$ cat config.mk
export PLATFORM = sky130hd
export DESIGN_NAME = iq_tone_gen
export DESIGN_NICKNAME = d
export VERILOG_FILES = /design/src/rtl/iq_tone_pkg.sv /design/src/rtl/iq_sine_rom.sv /design/src/rtl/iq_phase_reg.sv /design/src/rtl/iq_tone_gen.sv
export SDC_FILE = /design/constraint.sdc
export NUM_CORES = 1
export LEC_CHECK = 0
export BUFFER_PORTS_ARGS = -buffer_cell sky130_fd_sc_hd__buf_2
export CORE_ASPECT_RATIO = 0.6
export CORE_MARGIN = 3
export CORE_UTILIZATION = 55
export DETAILED_ROUTE_END_ITERATION = 8
export PLACE_DENSITY = 0.9
export SKIP_CTS_REPAIR_TIMING = 1
export SLEW_MARGIN = 20
export SYNTH_ARGS = -nofsm -noshare
export SYNTH_HDL_FRONTEND = slang
export SYNTH_SLANG_ARGS = --single-unit
$ cat constraint.sdc
create_clock -name clk -period 3.45 [get_ports clk]
set_clock_uncertainty 0.15 [all_clocks]
set_input_delay 0 -clock clk [delete_from_list [all_inputs] [get_ports clk]]
set_output_delay 0 -clock clk [all_outputs]
set_load 0.05 [all_outputs]
$ cat src/rtl/iq_tone_pkg.sv
package iq_tone_pkg;
    localparam int SAMPLE_W = 12;
    localparam int LANE_W   = 16;
    localparam int CHANNELS = 2;
    localparam int PAD_W    = LANE_W - SAMPLE_W;

    // Place a signed sample in the top of its lane and zero the low bits.
    function automatic logic [LANE_W-1:0] justify(input logic [SAMPLE_W-1:0] s);
        return {s, {PAD_W{1'b0}}};
    endfunction
endpackage

$ cat src/rtl/iq_sine_rom.sv
module iq_sine_rom #(
    parameter int ADDR_W   = 5,
    parameter int SAMPLE_W = 12
) (
    input  logic [ADDR_W-1:0]   addr,
    output logic [SAMPLE_W-1:0] sample
);
    localparam int HALF_W = ADDR_W - 1;
    localparam int HALF_N = 1 << HALF_W;
    localparam int QTR_N  = 1 << (ADDR_W - 2);

    logic              neg_half;
    logic [HALF_W-1:0] pos;
    logic [HALF_W-1:0] fold;
    logic [SAMPLE_W-1:0] mag;

    always_comb begin
        neg_half = addr[ADDR_W-1];
        pos      = addr[HALF_W-1:0];
        if (int'(pos) <= QTR_N) fold = pos;
        else                    fold = HALF_W'(HALF_N - int'(pos));
    end

    // Quarter-wave magnitudes, indices 0 through the peak.
    always_comb begin
        case (fold)
            HALF_W'(0): mag = SAMPLE_W'(12'h000);
            HALF_W'(1): mag = SAMPLE_W'(12'h031);
            HALF_W'(2): mag = SAMPLE_W'(12'h061);
            HALF_W'(3): mag = SAMPLE_W'(12'h08D);
            HALF_W'(4): mag = SAMPLE_W'(12'h0B4);
            HALF_W'(5): mag = SAMPLE_W'(12'h0D4);
            HALF_W'(6): mag = SAMPLE_W'(12'h0EC);
            HALF_W'(7): mag = SAMPLE_W'(12'h0FA);
            default:    mag = SAMPLE_W'(12'h0FF);
        endcase
    end

    always_comb begin
        if (!neg_half)       sample = mag;
        else if (pos == '0)  sample = '0;
        else                 sample = ~mag;
    end
endmodule

$ cat src/rtl/iq_phase_reg.sv
module iq_phase_reg #(
    parameter int PHASE_W = 6,
    parameter int START   = 0
) (
    input  logic               clk,
    input  logic               rst,
    input  logic               adv,
    output logic [PHASE_W-1:0] idx
);
    typedef struct packed {
        logic [PHASE_W-1:0] idx;
    } ph_t;

    ph_t ph_d, ph_q;

    always_comb begin
        ph_d = ph_q;
        if (adv) ph_d.idx = ph_q.idx + 1'b1;
        if (rst) ph_d.idx = PHASE_W'(START);
    end

    always_ff @(posedge clk) begin
        ph_q <= ph_d;
    end

    assign idx = ph_q.idx;


    adv_step_chk: assert property (@(posedge clk) disable iff (rst)
        adv |=> (ph_q.idx == PHASE_W'($past(ph_q.idx) + 1'b1)));
endmodule

$ cat src/rtl/iq_tone_gen.sv
module iq_tone_gen
    import iq_tone_pkg::*;
#(
    parameter int PHASE_W = 6
) (
    input  logic                       clk,
    input  logic                       rst,
    input  logic                       tone_ready,
    output logic                       tone_valid,
    output logic [CHANNELS*LANE_W-1:0] tone_word
);
    localparam int ADDR_W = PHASE_W - 1;
    localparam int Q_LEAD = 1 << (PHASE_W - 2);

    typedef struct packed {
        logic valid;
    } ctl_t;

    ctl_t ctl_d, ctl_q;
    logic adv;
    logic [PHASE_W-1:0]  idx   [CHANNELS];
    logic [SAMPLE_W-1:0] smp   [CHANNELS];

    always_comb begin
        ctl_d       = ctl_q;
        ctl_d.valid = 1'b1;
        if (rst) ctl_d.valid = 1'b0;
    end

    always_ff @(posedge clk) begin
        ctl_q <= ctl_d;
    end

    assign tone_valid = ctl_q.valid;
    assign adv        = ctl_q.valid && tone_ready;

    // Channel 0 is I (upper lane), channel 1 is Q (lower lane).
    for (genvar ch = 0; ch < CHANNELS; ch++) begin : g_lane
        iq_phase_reg #(
            .PHASE_W(PHASE_W),
            .START  ((ch == 0) ? 0 : Q_LEAD)
        ) u_phase (
            .clk(clk),
            .rst(rst),
            .adv(adv),
            .idx(idx[ch])
        );

        iq_sine_rom #(
            .ADDR_W  (ADDR_W),
            .SAMPLE_W(SAMPLE_W)
        ) u_rom (
            .addr  (idx[ch][PHASE_W-1:1]),
            .sample(smp[ch])
        );

        assign tone_word[(CHANNELS-ch)*LANE_W-1 -: LANE_W] = justify(smp[ch]);
    end


    valid_hold_chk: assert property (@(posedge clk) disable iff (rst)
        tone_valid |=> tone_valid);


    quad_lead_chk: assert property (@(posedge clk) disable iff (rst)
        PHASE_W'(idx[1] - idx[0]) == PHASE_W'(Q_LEAD));


    stall_stable_chk: assert property (@(posedge clk) disable iff (rst)
        (tone_valid && !tone_ready) |=> $stable(tone_word));
endmodule

==> reports/metrics.csv <==
stage,metric,value,unit
synthesis,Async SR Flop Fraction,0,%
power_and_ir_drop,P_sw,0.000115,W
setup_path,Slowest cell on crit path,dfxtp_1,
setup_path,Buffers & Inverters on Critical Path,3,
route,Avg WL per Cell,13.5,um
job,Max Cap Violations,0,
power_and_ir_drop,switching share of total power,30.9,%
sta,Final Setup Violations,0,
cells_and_area,Syn-to-layout area delta,7.53,%
sta,Max Fclk,0.326,GHz
grt,vias in the first global route,1394,
place,dpl hpwl,2930,um
floorplanning,Initial Util,62.4,%
floorplanning,I/O Pins,36,
floorplanning,Rows,14,
worst_hold_path,worst min path class,in -> reg,
floorplanning,core area,2720,um2
place,port bufs,27,
outcome,outcome,completed,
sta,setup_tns,0,ps
floorplanning,area of the die,3800,um2
sta,period utilization,88.8,%
power_and_ir_drop,Clock power frac,36.1,%
clocking,clock-pin slew on the worst setup and hold paths,50,ps
route,DRT antenna net count,0,
clocking,clock buffer depth,2,
synthesis,synth unique cells,53,
power_and_ir_drop,sequential fraction of design power,43.0,%
setup_path,crit-path leading delay family,multiplexers,
setup_path,CP endpoint kind,output port,
setup_path,"Max FO, Critical Path",9,
synthesis,Syn Inst Count,241,
synthesis,largest cells by area after synthesis,"dfxtp_1 15%, ha_1 8.9%, a21oi_1 6.5%, mux2i_1 6.5%, buf_4 6.2%",
synthesis,Post-synth EDFFs,0,
synthesis,Synth Register Bits,13,
sta,RSZ-0062 raised after global routing,no,
clocking,number of CTS-inserted buffers,3,
synthesis,Synth Flop Type,dfxtp_1,
sta,final hold vios,0,
route,via count,1731,
setup_path,crit-path max cell delay,510,ps
grt,GRT Total Usage,21.0,%
synthesis,Yosys top cell by area,dfxtp_1,
setup_path,Worst EP arrival,2910,ps
floorplanning,Die W,77.7,um
power_and_ir_drop,Cell Int Power,0.000257,W
sta,slew margin rel.,52.4,%
grt,global-route wire length before repair,6630,um
setup_path,startpoint types,flop,
clocking,clock root cell,clkbuf_8,
route,drt pass-1 iters,4,
power_and_ir_drop,P per Cell Area,204,nW/um2
place,RePlAce Congestion,0.855,
synthesis,sequential share of the synthesized area,15.4,%
grt,largest net degree at the start of global routing,29,
cells_and_area,fin cells,293,
place,# placed instances,288,
clocking,htree depth,1,
cells_and_area,layout cells sized above 1,17.0,%
sta,Slew Limit Fails,0,
sta,Worst-Margin Slew,712,ps
cells_and_area,Util after Layout,67.1,%
setup_path,Critical Path RT,3300,ps
floorplanning,Die Height,49.0,um
cells_and_area,Finished Cell Area,1820,um2
power_and_ir_drop,Gate power share,20.8,%
clocking,# clock sinks,13,
setup_path,critical-path cell list,"inv_1, ha_1, inv_1, o21ai_1, mux2_1, ha_1, or2_1, o211ai_1, o211ai_1, o21ai_1, mux2i_1, buf_2",
synthesis,mapped cell area,1690,um2
synthesis,syn_area_per_cell,7.03,um2
synthesis,YS warnings,0,
setup_path,Setup CP Type,reg -> out,
route,via/cell ratio,5.91,
grt,initial antenna violation count,0,
place,DP Area,1770,um2
route,# DRC,0,
cells_and_area,final-stage net count,269,
sta,hold_ws,238,ps
power_and_ir_drop,Pleak,0.853,nW
cells_and_area,number of diodes,0,
sta,minimum clock period,3060,ps
clocking,CTS tree,built,
synthesis,Yosys top cell area share,15.4,%
clocking,latest clock arrival within the worst-skew pair,240,ps
grt,total congestion overflow,0,
power_and_ir_drop,maximum VDD drop,0.000235,V
route,DRT iter0 DRCs,212,
route,final wirelength,3960,um
==> cell usage in the layout, fill, tap and decap left out, types with 3 or more instances in the layout <==
cell,n
dfxtp_1,12
buf_2,27
a22oi_1,3
a21oi_1,22
conb_1,8
nor2_1,26
inv_1,10
or3_1,3
ha_1,12
nand3_1,4
xor2_1,3
clkbuf_8,3
o21ai_1,11
o21ai_0,7
mux2i_1,11
nand2b_1,7
nor3_1,8
xnor2_1,9
o22ai_1,4
a221oi_1,3
buf_4,7
nand2_1,13
==> routing by layer <==
layer,GRT usage (%),vias to the layer above,share of wire [%]
li1,-,857,-
met3,4.06,4,8.8
met5,0,-,0
met4,4.14,0,0.63
met2,29.5,91,41
met1,32.3,779,49
==> cell usage after synthesis (7+ instances only) <==
| master | n |
|---|---|
| nor2_1 | 26 |
| a21oi_1 | 22 |
| buf_4 | 14 |
| dfxtp_1 | 13 |
| nand2_1 | 13 |
| ha_1 | 12 |
| mux2i_1 | 11 |
| o21ai_1 | 11 |
| buf_2 | 10 |
| inv_1 | 10 |
| xnor2_1 | 9 |
| clkbuf_1 | 8 |
| nor3_1 | 8 |
| nand2b_1 | 7 |
| o21ai_0 | 7 |
==> final timing paths <==
kind | cells past startpoint | from | slack, ps | end
worst min-delay path | 4 | tone_ready | 240 | g_lane[1].u_phase.idx[0]
worst max-delay path | 12 | g_lane[0].u_phase.idx[2] | 390 | tone_word[25]
worst min register to register | 3 | g_lane[1].u_phase.idx[2] | 430 | g_lane[1].u_phase.idx[2]
worst max register to register | 5 | tone_valid | 1670 | g_lane[1].u_phase.idx[5]
==> power by group through the flow <==
stage / Clock (W) / Sequential, W / Combinational (W)
finish: 0.000134 / 0.000160 / 0.0000774
global route: 0.000148 / 0.000161 / 0.0000845
CTS: 0.000138 / 0.000160 / 0.0000756
detailed placement: 0 / 0.000163 / 0.0000754
global placement: 0 / 0.000162 / 0.0000739
floorplan: 0 / 0.000163 / 0.0000693
==> registers in the layout (all words and copies together), names as in the netlist <==
signal and flops:
tone_valid 1, g_lane.u_phase.idx 12
==> kinds of logic after synthesis <==
family	count (synthesis)	share of synthesized area, %
DFF	13	15.4
AOI/OAI and AO/OA	71	26.5
and+or+nand+nor	73	21.0
adders and majority gates	12	8.86
other	1	0.221
buffers and inverters	46	14.0
xor gates and xnor gates	12	6.20
muxes	13	7.83
==> final cells by class <==
class	instances	area (um2)
clock buffer	4	45.0
fill	208	893
inverter	12	45.0
multi-input combinational	189	1220
sequential	13	262
tap	40	50.0
timing repair buffer	35	198
==> through the flow <==
stage	worst slack, ps	power [W]
after floorplan	278	0.000233
after global placement	680	0.000236
after detailed placement	564	0.000238
after CTS	294	0.000373
after global routing	91.4	0.000393
final	387	0.000372
==> worst reg2reg max path: cells and delay by family (launching register included) <==
kind	cells	cell delay, ps
xor+xnor	1	170
flops	1	330
simple gates	4	1000
(Power assumes the default switching activity.)
